**config.mk**
```make
export PLATFORM = sky130hd
export DESIGN_NAME = mw_eeprom
export DESIGN_NICKNAME = d
export VERILOG_FILES = /design/src/rtl/mw_pkg.sv /design/src/rtl/mw_datapath.sv /design/src/rtl/mw_ctrl.sv /design/src/rtl/mw_eeprom.sv
export SDC_FILE = /design/constraint.sdc
export NUM_CORES = 2
export LEC_CHECK = 0
export ABC_AREA = 1
export CAP_MARGIN = 0
export CORE_MARGIN = 10
export CORE_UTILIZATION = 55
export CTS_CLUSTER_DIAMETER = 100
export DETAILED_ROUTE_END_ITERATION = 8
export PLACE_DENSITY = 0.75
export SLEW_MARGIN = 5
export SYNTH_ARGS = -nofsm -noshare
export SYNTH_HDL_FRONTEND = slang
export SYNTH_SLANG_ARGS = --single-unit
export TNS_END_PERCENT = 1
```
**constraint.sdc**
```tcl
create_clock -name clk -period 4.4 [get_ports clk]
set_clock_uncertainty 0.1 [all_clocks]
set_input_delay 1.1 -clock clk [delete_from_list [all_inputs] [get_ports clk]]
set_output_delay 1.1 -clock clk [all_outputs]
set_load 0.03 [all_outputs]
```
**src/rtl/mw_pkg.sv**
```systemverilog
package mw_pkg;
  parameter int ADDR_W = 6;
  parameter int DATA_W = 16;
  parameter int OPC_W  = 2;
  localparam int CMD_W = OPC_W + ADDR_W;
  localparam int WORDS = 1 << ADDR_W;

  localparam logic [OPC_W-1:0] OPC_MISC  = 2'b00;
  localparam logic [OPC_W-1:0] OPC_WRITE = 2'b01;
  localparam logic [OPC_W-1:0] OPC_READ  = 2'b10;
  localparam logic [OPC_W-1:0] OPC_ERASE = 2'b11;

  localparam logic [1:0] SUB_DIS  = 2'b00;
  localparam logic [1:0] SUB_WALL = 2'b01;
  localparam logic [1:0] SUB_EALL = 2'b10;
  localparam logic [1:0] SUB_EN   = 2'b11;

  typedef enum logic [2:0] {
    ST_IDLE, ST_CMD, ST_DATA, ST_READ, ST_ARMED, ST_HOLD
  } ctrlState_t;

  typedef struct packed {
    logic              shiftData;
    logic              loadRead;
    logic              shiftOut;
    logic              progStart;
    logic              progAll;
    logic              progErase;
    logic [ADDR_W-1:0] addr;
  } dpStrobe_t;
endpackage

```
**src/rtl/mw_datapath.sv**
```systemverilog
module mw_datapath
  import mw_pkg::*;
#(
  parameter int PROG_CYCLES = 400
) (
  input  logic      clk,
  input  logic      rstN,
  input  logic      diIn,
  input  dpStrobe_t ctl,
  output logic      outBit,
  output logic      busy
);
  localparam int BUSY_W = $clog2(PROG_CYCLES + 1);

  logic [DATA_W-1:0] mem [WORDS];
  logic [DATA_W-1:0] dataShift;
  logic [DATA_W:0]   outReg;
  logic [BUSY_W-1:0] busyCnt;
  logic [WORDS-1:0]  wrHit;
  logic [DATA_W-1:0] progValue;

  // one write-enable per word
  for (genvar w = 0; w < WORDS; w++) begin : g_hit
    assign wrHit[w] = ctl.progStart && (ctl.progAll || ctl.addr == ADDR_W'(w));
  end

  assign progValue = ctl.progErase ? {DATA_W{1'b1}} : dataShift;

  always_ff @(posedge clk) begin
    if (!rstN) begin
      for (int i = 0; i < WORDS; i++) mem[i] <= '0;
    end else begin
      for (int i = 0; i < WORDS; i++) begin
        if (wrHit[i]) mem[i] <= progValue;
      end
    end
  end

  always_ff @(posedge clk) begin
    if (!rstN) begin
      dataShift <= '0;
      outReg    <= '0;
      busyCnt   <= '0;
    end else begin
      if (ctl.shiftData) dataShift <= {dataShift[DATA_W-2:0], diIn};
      if (ctl.loadRead)      outReg <= {1'b0, mem[ctl.addr]};
      else if (ctl.shiftOut) outReg <= {outReg[DATA_W-1:0], 1'b0};
      if (ctl.progStart)       busyCnt <= BUSY_W'(PROG_CYCLES);
      else if (busyCnt != '0)  busyCnt <= busyCnt - 1'b1;
    end
  end

  assign outBit = outReg[DATA_W];
  assign busy   = (busyCnt != '0);

  p_busy_countdown_r10: assert property (@(posedge clk) disable iff (!rstN)
    (busyCnt != '0 && !ctl.progStart) |=> busyCnt == $past(busyCnt) - 1'b1);

  p_read_dummy_r2: assert property (@(posedge clk) disable iff (!rstN)
    ctl.loadRead |=> !outBit);

  p_erase_fills_r6: assert property (@(posedge clk) disable iff (!rstN)
    (ctl.progStart && ctl.progErase && !ctl.progAll) |=> mem[$past(ctl.addr)] == {DATA_W{1'b1}});
endmodule

```
**src/rtl/mw_ctrl.sv**
```systemverilog
module mw_ctrl
  import mw_pkg::*;
(
  input  logic      clk,
  input  logic      rstN,
  input  logic      csIn,
  input  logic      skIn,
  input  logic      diIn,
  input  logic      busy,
  input  logic      outBit,
  output dpStrobe_t dpCtl,
  output logic      doOut,
  output logic      doOe
);
  localparam int MAX_BITS = (DATA_W > CMD_W) ? DATA_W : CMD_W;
  localparam int CNT_W    = $clog2(MAX_BITS);

  ctrlState_t        state;
  logic              skPrev;
  logic              skRise;
  logic [CNT_W-1:0]  bitCnt;
  logic [CMD_W-1:0]  cmdShift;
  logic [CMD_W-1:0]  fullCmd;
  logic [OPC_W-1:0]  opc;
  logic [ADDR_W-1:0] addrIn;
  logic [1:0]        subOp;
  logic [ADDR_W-1:0] pendAddr;
  logic              pendAll;
  logic              pendErase;
  logic              writeEn;
  logic              statusShow;
  logic              cmdLast;
  logic              dataLast;

  assign skRise   = csIn && skIn && !skPrev;
  assign fullCmd  = {cmdShift[CMD_W-2:0], diIn};
  assign opc      = fullCmd[CMD_W-1 -: OPC_W];
  assign addrIn   = fullCmd[ADDR_W-1:0];
  assign subOp    = addrIn[ADDR_W-1 -: 2];
  assign cmdLast  = (bitCnt == CNT_W'(CMD_W - 1));
  assign dataLast = (bitCnt == CNT_W'(DATA_W - 1));

  always_comb begin
    dpCtl           = '0;
    dpCtl.addr      = (state == ST_CMD) ? addrIn : pendAddr;
    dpCtl.progAll   = pendAll;
    dpCtl.progErase = pendErase;
    dpCtl.shiftData = skRise && state == ST_DATA;
    dpCtl.loadRead  = skRise && state == ST_CMD && cmdLast && opc == OPC_READ;
    dpCtl.shiftOut  = skRise && state == ST_READ;
    dpCtl.progStart = !csIn && state == ST_ARMED && writeEn && !busy;
  end

  always_ff @(posedge clk) begin
    if (!rstN) begin
      state      <= ST_IDLE;
      skPrev     <= 1'b0;
      bitCnt     <= '0;
      cmdShift   <= '0;
      pendAddr   <= '0;
      pendAll    <= 1'b0;
      pendErase  <= 1'b0;
      writeEn    <= 1'b0;
      statusShow <= 1'b0;
    end else begin
      skPrev <= skIn;
      if (!csIn) begin
        state  <= ST_IDLE;
        bitCnt <= '0;
        if (dpCtl.progStart) statusShow <= 1'b1;
      end else if (skRise) begin
        case (state)
          ST_IDLE: begin
            if (diIn && !busy) begin
              state      <= ST_CMD;
              bitCnt     <= '0;
              statusShow <= 1'b0;
            end
          end
          ST_CMD: begin
            cmdShift <= fullCmd;
            bitCnt   <= bitCnt + 1'b1;
            if (cmdLast) begin
              bitCnt   <= '0;
              pendAddr <= addrIn;
              case (opc)
                OPC_READ:  state <= ST_READ;
                OPC_WRITE: begin state <= ST_DATA;  pendAll <= 1'b0; pendErase <= 1'b0; end
                OPC_ERASE: begin state <= ST_ARMED; pendAll <= 1'b0; pendErase <= 1'b1; end
                default: begin
                  case (subOp)
                    SUB_EN:   begin writeEn <= 1'b1; state <= ST_HOLD; end
                    SUB_DIS:  begin writeEn <= 1'b0; state <= ST_HOLD; end
                    SUB_EALL: begin state <= ST_ARMED; pendAll <= 1'b1; pendErase <= 1'b1; end
                    default:  begin state <= ST_DATA;  pendAll <= 1'b1; pendErase <= 1'b0; end
                  endcase
                end
              endcase
            end
          end
          ST_DATA: begin
            bitCnt <= bitCnt + 1'b1;
            if (dataLast) state <= ST_ARMED;
          end
          default: ;
        endcase
      end
    end
  end

  assign doOe  = csIn && (state == ST_READ || (state == ST_IDLE && statusShow));
  assign doOut = (state == ST_READ) ? outBit : !busy;

  p_prog_needs_enable_r4: assert property (@(posedge clk) disable iff (!rstN)
    $rose(busy) |-> $past(writeEn));

  p_prog_on_cs_low_r9: assert property (@(posedge clk) disable iff (!rstN)
    $rose(busy) |-> $past(!csIn));

  p_dout_stable_r3: assert property (@(posedge clk) disable iff (!rstN)
    (state == ST_READ && $past(state == ST_READ) && !$past(skRise)) |-> $stable(doOut));

  p_cs_low_idle_r11: assert property (@(posedge clk) disable iff (!rstN)
    !csIn |=> state == ST_IDLE);

  p_busy_ignores_start_r12: assert property (@(posedge clk) disable iff (!rstN)
    (state == ST_IDLE && busy) |=> state != ST_CMD);
endmodule

```
**src/rtl/mw_eeprom.sv**
```systemverilog
module mw_eeprom
  import mw_pkg::*;
#(
  parameter int PROG_CYCLES = 400
) (
  input  logic clk,
  input  logic rstN,
  input  logic csIn,
  input  logic skIn,
  input  logic diIn,
  output logic doOut,
  output logic doOe
);
  dpStrobe_t dpCtl;
  logic      busy;
  logic      outBit;

  mw_ctrl u_ctrl (
    .clk    (clk),
    .rstN   (rstN),
    .csIn   (csIn),
    .skIn   (skIn),
    .diIn   (diIn),
    .busy   (busy),
    .outBit (outBit),
    .dpCtl  (dpCtl),
    .doOut  (doOut),
    .doOe   (doOe)
  );

  mw_datapath #(.PROG_CYCLES(PROG_CYCLES)) u_dp (
    .clk    (clk),
    .rstN   (rstN),
    .diIn   (diIn),
    .ctl    (dpCtl),
    .outBit (outBit),
    .busy   (busy)
  );
endmodule

```
# Word-level counts from Yosys, hierarchy flattened
# Memory sizes are Yosys's and may differ from the RTL's.
# Cells that the tools add are included.
# word_totals
reg_bits,67
ram_bits,1024
mem_count,1
# op_classes
n_addsub,2
n_eq_ne,82
muxes,283
bitwise_logic,67
reduce_logical,168
# memory_table
memory,depth,word_bits,read_ports,rd_ports_with_merged_regs,wr,line,source
u_dp.mem,64,16,1,0,64,mw_datapath.sv:15,logic [DATA_W-1:0] mem [WORDS];
# op_table
operator,count
two-way mux 16 bit,67
two-way mux 1 bit,200
"equality test 6 bit, second input constant",32
"equality test 6 x 5 -> 1 bit, second input constant",16
logical AND 1 bit,77
logical OR 1 bit,65
bitwise OR 1 bit,64
"equality test 6 x 4 -> 1 bit, second input constant",8
"equality test 6 x 3 -> 1 bit, second input constant",4
two-way mux 9 bit,2
one-hot mux 3 bit (3 select lines),2
AND reduction 6 bit,3
"equality test 6 x 2 -> 1 bit, second input constant",2
"inequality test 2 x 1 -> 1 bit, second input constant",6
one-hot mux 4 bit (3 select lines),1
two-way mux 3 bit,3
nonzero test 9 bit,1
"subtractor 9 x 1 -> 9 bit, second input constant",1
"equality test 2 bit, second input constant",4
two-way mux 4 bit,2
AND reduction 4 bit,2
nonzero test 2 bit,4
OR reduction 2 bit,4
"equality test 3 x 2 -> 1 bit, second input constant",2
23 further kinds,30

# Logic depth before layout (Yosys ltp)
# logic_depth
word_depth,9
ltp_mapped,18
depth_no_buf,16

# Modules after synthesis
# From an unflattened synthesis, not the netlist that was laid out.
# unflattened
hier_cells,5440
hier_area_um2,49698.9
# by_module_without_submodules
mod,instances,cells_each,area_per_inst_um2,seq_area_each_um2
mw_datapath,1,5233,48243.8,31590.3
mw_ctrl,1,207,1455.1,500.5

# Worst setup path before layout
# OpenSTA, ideal clock, no wires.
# synth_path
path_kind,in2reg
start,input port diIn
end,"memory u_dp.mem[52][0], enable pin"
setup_ns,0.394
t_arrival_ns,2.857
t_required_ns,3.906
slack_ns,1.048
path_stages,8
n_path_buf,1
cell_sequence,inv_1 > nand3_2 > nand2_2 > buf_4 > nand2_2 > nor2_1 > nand2_1 > a21oi_1
# synth_lines
item,line,source
start: declaration,mw_eeprom.sv:10,"input logic diIn,"
end: declaration,mw_datapath.sv:15,

# Worst setup path in the final report
# layout_path
start,register u_ctrl.state[0]
end,output port doOe
# layout_via
elab_chain_cells,4
elab_cells_between_ends,5
cone_classes,eq/ne: 1; reduce/logical: 4
# layout_rtl
item,line,source
start: declaration,mw_ctrl.sv:18,ctrlState_t state;
start signal: assignment,mw_ctrl.sv:56,state <= ST_IDLE;
start signal: assignment,mw_ctrl.sv:68,state <= ST_IDLE;
start signal: assignment,mw_ctrl.sv:75,state <= ST_CMD;
logical NOT 3 bit,mw_ctrl.sv:111,assign doOe = csIn && (state == ST_READ || (state == ST_IDLE && statusShow));
logical AND 1 bit,mw_ctrl.sv:111,
logical OR 1 bit (*),mw_ctrl.sv:111,
logical AND 1 bit (*),mw_ctrl.sv:111,
end: declaration,mw_eeprom.sv:12,output logic doOe
# Mark *: on every way between the ends. The rest lies on a longest branch, timed or not.

==> run metrics <==
status=completed; total power=22100 µW; Hold Crit Class=reg2reg; post-synthesis sequential area ratio=0.7020; library cells used by synthesis=38; Filler cells=6195; die area=95050 µm²; largest net degree at the start of global routing=105; H-Tree Depth=3; metal2 WL=roughly 60 mm; leakage power=0.01840 µW; WHS=0.3689 ns; sum of negative setup slack=0 ns; # setup viols final=0; fin. max-slew vios=0; worst-margin pin slew=1.225 ns; share of post-route cells with drive strength above 1=0.09426; clock slew at the register clock pins of the worst setup and hold paths=0.06 ns; Post-synth EDFFs=1024; PD cells=429.6 nW/µm²; Worst Hold End=u_dp.busyCnt[0]; worst IR drop on VDD=0.3567 mV; clock sinks=1091; GRT Resource Usage Total=0.2671; Pre-Repair DR Iteration Count=6; Rows=roughly 110; die width=between 300 and 400 µm; Placeable Area=82240 µm²; Starting Density=0.5559; number of port buffers=6; final worst-path cycle share=0.9172; worst r2r src=u_ctrl.state[2]; multi-input logic area=12330 µm²; Vias per Instance=around 6; met3 routed WL=16.16 mm; post-CTS setup buffers=0; CTS tree=yes; CP startpoint kind=flop; WL met1=47.97 mm; Critical Path RT=between 3 and 4 ns; Crit Reg-Reg Endpoint=u_dp.outReg[15]; Root Buffer Master=clkbuf_16; Max FO, Critical Path=7; gr ovfl total=0; first-pass GRT wire length=191.8 mm; DRC=0; Post-Syn Area=45720 µm²; reg-to-reg setup timing slack=0.84 ns; Worst EP arrival=2.84 ns; number of top-level pins=7; Register Area=32090 µm²; vias=32.96k; DP Wirelength=74.39 mm; number of max-cap violations=0; GP Congestion=0.9038; endpoints failing hold=0; net count after synthesis=around 4.3k; Max Freq=~250 MHz; register bit total from synthesis=about 1.1k; worst r2r path cells=14; WL final=roughly 130 mm; syn avg cell area=10.67 µm²; Worst Setup SP=u_ctrl.state[0]; 1st-iter DRT viols=4690; nets=4317; Vert. Die Dim=between 300 and 400 µm; clock buffer depth=3; Warnings, synthesis=0; wire per inst=23.60 µm; HP Start=u_dp.busyCnt[0]; ANT nets after route=0; crit path time final=roughly 4.0 ns; CTS buffer count=108; slew margin rel.=0.1816; post-CTS sizing=0; Mapped Cells=4283; Worst Hold Depth=2; unrepaired setup endpoints after global routing=no; Top Layer Used=met5; Setup Crit Path Kind=reg2out; initial antenna violation count=7; clock latency on the worst-skew pair=0.69 ns; Async SR Flop Fraction=0; endpoint type of the worst setup path=output pin; dominant synthesized flop cell=edfxtp_1; cts hold-fix bufs=0; vias in the first global route=31.29k; Area growth syn-to-layout=12.55%
## per-layer routing
layer,vias to the layer above,global-route usage
met4,6,0.1262
li1,14610,-
met5,-,0
met1,15850,0.3586
met3,374,0.06091
met2,2116,0.4107
## registers in the layout, summed over array words and instances (netlist names)
signal,flops
u_dp.mem,1024
u_dp.outReg,17
u_ctrl.statusShow,1
u_ctrl.pendAddr,6
u_ctrl.bitCnt,4
u_ctrl.state,3
u_dp.busyCnt,9
u_ctrl.pendErase,1
u_ctrl.pendAll,1
u_dp.dataShift,16
u_ctrl.skPrev,1
u_ctrl.writeEn,1
u_ctrl.cmdShift,7
## worst max-delay path, cell delays in order, from the launching register on
cell	delay (ns)
dfxtp_1	0.51
inv_1	0.10
nor3_1	0.41
inv_1	0.21
a21boi_0	0.22
clkdlybuf4s50_1	0.71
## report_power, final
part           total (µW)  internal (µW)  switching, µW  leakage, µW
Clock                9380           5480           3900      0.00175
Sequential          11800          11700            112       0.0108
Combinational         955            265            690      0.00583
## placed cells by master (no fill, tap or decap), types with 4 or more instances in the layout
cell type	instances
dfxtp_1	66
inv_1	111
o21ai_4	18
ha_1	10
buf_4	154
a211oi_1	6
nand2_2	6
bufinv_16	15
nor2_1	702
diode_2	4
o21ai_1	76
a21oi_1	30
clkinv_1	28
a22oi_1	84
a21oi_2	28
inv_2	7
buf_12	22
nand2_1	1454
edfxtp_1	1024
clkbuf_1	18
clkinv_2	18
o21ai_0	94
nor3_1	8
clkdlybuf4s50_1	5
nand3_1	51
clkbuf_16	110
nor2_4	13
clkinvlp_4	4
nand4_1	199
inv_6	4
## worst max path at each step
stage / endpoint / slack [ns]
floorplan: u_dp.mem[52][0] / 1.05
global placement: u_dp.outReg[2] / 0.29
detailed placement: u_dp.outReg[2] / 0.28
CTS: doOe / 0.38
global route: doOe / 0.24
finish: doOe / 0.36
## stage by stage
| step | setup WS [ns] | cell area (µm²) | instances | utilization |
|---|---|---|---|---|
| 2_1_floorplan | 1.048 | 45720 | 4283 | - |
| 3_3_place_gp | 0.2851 | 47850 | 5262 | 0.5818 |
| 3_5_place_dp | 0.2796 | 47850 | 5262 | 0.5818 |
| 4_1_cts | 0.3785 | 51440 | 5462 | 0.6255 |
| 5_1_grt | 0.2409 | 51440 | 5463 | 0.6255 |
| 6_report | 0.3645 | 51450 | 5466 | 0.6256 |
## cell usage after synthesis (6+ instances only)
library cell | count | share of area
a211oi_1 | 6 | 0.00099
a21oi_1 | 58 | 0.0063
a22oi_1 | 84 | 0.014
buf_1 | 14 | 0.0011
buf_2 | 130 | 0.014
clkbuf_1 | 122 | 0.010
dfxtp_1 | 67 | 0.029
edfxtp_1 | 1024 | 0.67
ha_1 | 10 | 0.0027
inv_1 | 111 | 0.0091
inv_2 | 7 | 0.00057
nand2_1 | 1455 | 0.12
nand3_1 | 51 | 0.0056
nand4_1 | 199 | 0.027
nor2_1 | 711 | 0.058
nor3_1 | 8 | 0.00088
o21ai_0 | 94 | 0.010
o21ai_1 | 92 | 0.010
## layout make-up
type,count,area share
sequential,1091,0.6237
multi-input combinational,2801,0.2396
clock buffer,130,0.05535
timing repair buffer,181,0.03200
tap,1070,0.02602
clock inverter,70,0.01445
inverter,119,0.008682
antenna,4,0.0001945
## kinds of logic after synthesis
family / Yosys count / synth area share
flip-flops: 1091 / 0.7020
buffers and inverters: 391 / 0.03624
adder cells (fa/ha/maj): 10 / 0.002737
XOR/XNOR: 2 / 0.0003832
AO/OA/AOI/OAI: 346 / 0.04376
AND/OR/NAND/NOR: 2443 / 0.2149
Power figures use the tool's default switching activity.
